File: config.mk
export PLATFORM = sky130hd
export DESIGN_NAME = gpio_dual_bank
export DESIGN_NICKNAME = d
export VERILOG_FILES = /design/src/rtl/gpio_dual_bank.sv
export SDC_FILE = /design/constraint.sdc
export NUM_CORES = 1
export LEC_CHECK = 0
export ABC_AREA = 1
export BUFFER_PORTS_ARGS = -buffer_cell sky130_fd_sc_hd__buf_4
export CAP_MARGIN = 15
export CORE_UTILIZATION = 55
export CTS_BUF_LIST = sky130_fd_sc_hd__clkbuf_16
export CTS_CLUSTER_DIAMETER = 30
export DETAILED_ROUTE_END_ITERATION = 10
export PLACE_DENSITY = 0.83
export SETUP_SLACK_MARGIN = 0.05
export SYNTH_ARGS = -nofsm -noshare
export SYNTH_HDL_FRONTEND = slang
export SYNTH_SLANG_ARGS = --single-unit
File: constraint.sdc
create_clock -name clk -period 1.6 [get_ports clk]
set_input_delay 0.16 -clock clk [delete_from_list [all_inputs] [get_ports clk]]
set_output_delay 0.16 -clock clk [all_outputs]
set_load 0.01 [all_outputs]
File: src/rtl/gpio_dual_bank.sv
module gpio_dual_bank #(
  parameter int          A_WIDTH    = 32,
  parameter int          B_WIDTH    = 32,
  parameter bit          DUAL       = 1'b1,
  parameter logic [31:0] A_OUT_INIT = 32'h0,
  parameter logic [31:0] A_DIR_INIT = 32'hFFFF_FFFF,
  parameter logic [31:0] B_OUT_INIT = 32'h0,
  parameter logic [31:0] B_DIR_INIT = 32'hFFFF_FFFF,
  parameter int          AW         = 9
) (
  input  logic               clk,
  input  logic               rst_n,
  input  logic               bus_wr,
  input  logic [AW-1:0]      bus_addr,
  input  logic [31:0]        bus_wdata,
  output logic [31:0]        bus_rdata,
  input  logic [A_WIDTH-1:0] a_in,
  output logic [A_WIDTH-1:0] a_out,
  output logic [A_WIDTH-1:0] a_oe,
  input  logic [B_WIDTH-1:0] b_in,
  output logic [B_WIDTH-1:0] b_out,
  output logic [B_WIDTH-1:0] b_oe,
  output logic               irq
);
  localparam logic [AW-1:0] OFS_A_DAT = AW'(9'h000);
  localparam logic [AW-1:0] OFS_A_DIR = AW'(9'h004);
  localparam logic [AW-1:0] OFS_B_DAT = AW'(9'h008);
  localparam logic [AW-1:0] OFS_B_DIR = AW'(9'h00C);
  localparam logic [AW-1:0] OFS_GIE   = AW'(9'h11C);
  localparam logic [AW-1:0] OFS_STS   = AW'(9'h120);
  localparam logic [AW-1:0] OFS_IEN   = AW'(9'h128);

  logic [A_WIDTH-1:0] out_a, dir_a, a_s1, a_s2, a_s3;
  logic [B_WIDTH-1:0] out_b, dir_b, b_s2, b_s3;
  logic [1:0]         sts, ien, warm;
  logic               gie, chg_a, chg_b;

  wire wr_gie = bus_wr && bus_addr == OFS_GIE;
  wire wr_sts = bus_wr && bus_addr == OFS_STS;
  wire wr_ien = bus_wr && bus_addr == OFS_IEN;

  always_ff @(posedge clk or negedge rst_n)
    if (!rst_n) warm <= 2'd0;
    else if (warm != 2'd3) warm <= warm + 2'd1;

  always_ff @(posedge clk or negedge rst_n)
    if (!rst_n) begin
      a_s1 <= '0; a_s2 <= '0; a_s3 <= '0;
      out_a <= A_OUT_INIT[A_WIDTH-1:0];
      dir_a <= A_DIR_INIT[A_WIDTH-1:0];
    end else begin
      a_s1 <= a_in; a_s2 <= a_s1; a_s3 <= a_s2;
      if (bus_wr && bus_addr == OFS_A_DAT) out_a <= bus_wdata[A_WIDTH-1:0];
      if (bus_wr && bus_addr == OFS_A_DIR) dir_a <= bus_wdata[A_WIDTH-1:0];
    end

  assign chg_a = (warm == 2'd3) && |((a_s2 ^ a_s3) & dir_a);
  assign a_out = out_a;
  assign a_oe  = ~dir_a;

  generate
    if (DUAL) begin : g_chan_b
      logic [B_WIDTH-1:0] b_s1;
      always_ff @(posedge clk or negedge rst_n)
        if (!rst_n) begin
          b_s1 <= '0; b_s2 <= '0; b_s3 <= '0;
          out_b <= B_OUT_INIT[B_WIDTH-1:0];
          dir_b <= B_DIR_INIT[B_WIDTH-1:0];
        end else begin
          b_s1 <= b_in; b_s2 <= b_s1; b_s3 <= b_s2;
          if (bus_wr && bus_addr == OFS_B_DAT) out_b <= bus_wdata[B_WIDTH-1:0];
          if (bus_wr && bus_addr == OFS_B_DIR) dir_b <= bus_wdata[B_WIDTH-1:0];
        end
      assign chg_b = (warm == 2'd3) && |((b_s2 ^ b_s3) & dir_b);
      assign b_oe  = ~dir_b;
    end else begin : g_no_b
      assign b_s2  = '0;
      assign b_s3  = '0;
      assign out_b = '0;
      assign dir_b = '1;
      assign chg_b = 1'b0;
      assign b_oe  = '0;
    end
  endgenerate
  assign b_out = out_b;

  always_ff @(posedge clk or negedge rst_n)
    if (!rst_n) begin
      sts <= '0; ien <= '0; gie <= 1'b0;
    end else begin
      sts <= (sts & ~({2{wr_sts}} & bus_wdata[1:0])) | {chg_b, chg_a};
      if (wr_ien) ien <= {bus_wdata[1] & DUAL, bus_wdata[0]};
      if (wr_gie) gie <= bus_wdata[31];
    end

  assign irq = gie && |(sts & ien);

  wire [A_WIDTH-1:0] a_rd = (dir_a & a_s2) | (~dir_a & out_a);
  wire [B_WIDTH-1:0] b_rd = (dir_b & b_s2) | (~dir_b & out_b);

  always_comb begin
    bus_rdata = '0;
    case (bus_addr)
      OFS_A_DAT: bus_rdata = 32'(a_rd);
      OFS_A_DIR: bus_rdata = 32'(dir_a);
      OFS_B_DAT: if (DUAL) bus_rdata = 32'(b_rd);
      OFS_B_DIR: if (DUAL) bus_rdata = 32'(dir_b);
      OFS_GIE:   bus_rdata = {gie, 31'b0};
      OFS_STS:   bus_rdata = {30'b0, sts};
      OFS_IEN:   bus_rdata = {30'b0, ien};
      default:   bus_rdata = '0;
    endcase
  end
endmodule


==> impl_metrics.csv <==
group,metric,value,unit
sta,setup_violations,40,
detailed_routing,final_antenna_net_count,0,
floorplanning,io_pins,269,
place,place_inst,2036,
setup_path,crit_required,1440,ps
power_and_ir_drop,p_per_area,1172,mW/mm2
floorplanning,die_h,156.2,um
setup_path,cp.arrival,1850,ps
logic_synthesis,synthArstFlopShare,100.0,%
sta,tns,-8126,ps
logic_synthesis,synth_top_area_share,50.32,%
global_route,grt_util_all_layers,40.85,%
sta,rsz0062_at_grt,"true",
floorplanning,core_area,0.02340,mm2
cts,root_buffer,"clkbuf_16",
global_route,top_usage_layer,"met2",
setup_path,critPathMaxFanout,4,
power_and_ir_drop,p_int,17900,uW
global_route,grt_max_degree,62,
detailed_routing,first_pass_iters,6,
logic_synthesis,syn_area,0.01308,mm2
logic_synthesis,ys_ff_latch,327,
final_layout,layout.cells.non_filler,2351,
sta,layout_worst_path_cycle_share,125.7,%
power_and_ir_drop,ir_worst_vdd,892.2,uV
global_route,antenna_found_initial,4,
place,globalplace.congestion,0.9209,
power_and_ir_drop,p_leak,0.01015,uW
final_layout,fill_cells,1011,
sta,hold_viol_final,0,
logic_synthesis,synth_edf_count,0,
cts,cts_tree,"done",
setup_path,cp-end-kind,"primary output",
detailed_routing,drcViolationCount,0,
sta,max_freq,0.4971,GHz
place,io_buffers,268,
logic_synthesis,yosysWarnings,0,
place,dpl.hpwl,25.66,mm
min_path,min_path_type,"in -> async",
floorplanning,dieArea,0.02440,mm2
run_status,violations,"setup timing",
global_route,grtUsageMet2,66.33,%
sta,tightestPinTransition,456.6,ps
floorplanning,dieWidth,156.2,um
cts,clk_latency,610,ps
sta,slew_violations,0,
logic_synthesis,synthCells,1446,
logic_synthesis,syn_nets,1555,
global_route,first_global_vias,13606,
setup_path,cp_slowest_cell,"dfstp_2",
detailed_routing,vias,14045,
logic_synthesis,seq_area_frac_synth,63.17,%
final_layout,layout.nets,2085,
power_and_ir_drop,comb_power_share,7.3,%
run,maxCapViolCount,0,
detailed_routing,drt-total-wl,56.36,mm
detailed_routing,wl_per_cell,23.97,um
cts,cts.htree.levels,2,
power_and_ir_drop,p_clk_share,55.2,%
cts,clock-sinks,327,
sta,skew,21.97,ps
logic_synthesis,synth_ff_type,"dfrtp_1",
global_route,gr-total-overflow,0,
power_and_ir_drop,p_sw_share,24.93,%
cts,clkSlewWorstSetupHoldPaths,50,ps
cts,cts-buffers-inserted,58,
setup_path,critPathMaxStageDelay,550,ps
final_layout,area_growth,55.54,%
setup_path,startpoint_type,"register",
global_route,grt_pass1_wl,74.23,mm
power_and_ir_drop,p_sw,5945,uW
setup_path,crit_type,"reg -> out",
logic_synthesis,ys_types,30,
logic_synthesis,yosysTopAreaCell,"dfrtp_1",
setup_path,cp_cell_sequence,"inv_2, o21ai_2, nand2_1, nand2_2, nor2_4, nand3_2, buf_6",
global_route,grt.met1_usage,46.72,%
detailed_routing,avgViaCountPerCell,5.974,
cts,clock_path_buffers,3,
power_and_ir_drop,seqPwrFrac,37.5,%
sta,min_period,2012,ps
run_status,status,"finished with violations",
logic_synthesis,synth_area_leaders,"dfrtp_1 50%, nand2_1 14%, dfstp_2 13%, inv_1 6.2%, o21ai_1 4.1%",
sta,fin_ws,-411.6,ps
power_and_ir_drop,total_power,23840,uW
global_route,grt_util_met3,11.49,%
logic_synthesis,syn_avg_cell_area,9.046,um2
floorplanning,initial_core_util,55.89,%
final_layout,drive_above_1_share,36.38,%
floorplanning,rows,56,
sta,relSlewSlack,69.36,%
detailed_routing,drt_iter0_markers,1699,
==> cells in the final DEF, fill, tap and decap left out, types with 6 or more instances in the layout <==
cell type,synthesis,routed
nand3_1,71,63
nor2_2,3,7
a21oi_2,0,12
nand3_2,0,7
bufinv_16,0,11
nand2_1,499,462
buf_6,6,77
nand2_4,3,6
dfrtp_1,263,263
o21ai_1,108,136
inv_2,2,49
dlygate4sd3_1,0,98
buf_4,4,313
inv_4,1,9
dfstp_2,64,64
a31oi_1,12,12
o21ai_2,0,18
clkinv_2,0,11
inv_1,217,169
diode_2,0,6
nor2_4,1,6
buf_12,0,16
inv_6,0,6
o21ai_0,75,28
nand2_2,3,36
clkbuf_16,0,59
clkinv_4,0,6
nor2_1,40,31
nand4_1,16,16
==> critical path, delay by kind of cell (launching register included) <==
kind	cells	cell delay [ps]
flops	1	550
simple gates	4	310
compound gates	1	210
buf+inv	2	170
==> layout make-up <==
type | count | area [um2] | area share [%]
well taps | 319 | 399.1 | 1.962
diodes | 6 | 15.01 | 0.07380
flip-flops and latches | 327 | 8263 | 40.62
clock inverters | 52 | 616.8 | 3.032
multi-input cells | 861 | 4128 | 20.29
clock buffers | 58 | 1451 | 7.134
repair buffers | 508 | 4618 | 22.70
inverters | 220 | 853.3 | 4.194
==> worst paths after layout <==
kind,startpoint,to,slack [ps],cells after the start
max,dir_b[0]$_DFFE_PN1P_,bus_rdata[0],-410,7
min,rst_n,a_s2[23]$_DFF_PN0_,40,2
max reg2reg,a_s2[12]$_DFF_PN0_,sts[0]$_DFF_PN0_,-150,10
min reg2reg,g_chan_b.b_s1[30]$_DFF_PN0_,b_s2[30]$_DFF_PN0_,330,0
max in group asynchronous,rst_n,dir_a[29]$_DFFE_PN1P_,790,3
min in group clk,bus_wr,ien[0]$_DFFE_PN0P_,90,3
==> metrics by stage <==
| stage | worst slack (ps) | cell area [um2] | hold slack, ps | utilization, % |
|---|---|---|---|---|
| floorplan | 279.4 | 13080 | -135.6 | - |
| global placement | -55.01 | 15750 | 69.02 | 67.29 |
| detailed placement | -93.47 | 15750 | 68.09 | 67.29 |
| CTS | -334.4 | 19660 | 41.44 | 84.02 |
| global route | -612.6 | 20330 | 58.96 | 86.89 |
| finish | -411.6 | 20340 | 41.56 | 86.93 |
==> synth_stat cells, drive strengths merged, types with 4 or more instances <==
cell type	number
a21oi	13
a31oi	12
buf	37
dfrtp	263
dfstp	64
inv	220
nand2	505
nand3	71
nand4	16
nor2	45
nor3	8
o21ai	183
or2	4
==> layer usage <==
layer / routed length [um] / part of all wire [%] / vias up
li1: - / - / 5608
met1: 17920 / 32 / 6630
met2: 26000 / 46 / 1284
met3: 6772 / 12 / 519
met4: 5599 / 9.9 / 4
met5: 69 / 0.12 / -
==> repair_timing <==
action	CTS	global route
buffers inserted	69	35
setup endpoints to repair	32	70
gates cloned	3	0
pin swaps	67	61
resized for setup	158	143
hold buffers	98	0
endpoints found under the hold margin	466	0
==> kinds of logic after synthesis <==
kind of cell,count (synthesis),share of synthesized area [%]
buffers and inverters,258,8.131
muxes,1,0.08609
DFF,327,63.17
AOI/OAI and AO/OA,209,8.131
adders and majority gates,1,0.09564
xor gates and xnor gates,1,0.06697
and+or+nand+nor,649,20.32
==> power groups by stage <==
stage / Combinational [uW] / Clock, uW / Sequential, uW
detailed placement: 1140 / 0 / 9010
global placement: 1110 / 0 / 8990
floorplan: 425 / 0 / 8970
global route: 1840 / 13500 / 8960
CTS: 1490 / 12900 / 8890
finish: 1730 / 13200 / 8940
No activity file was read; power rests on OpenSTA's default activity.
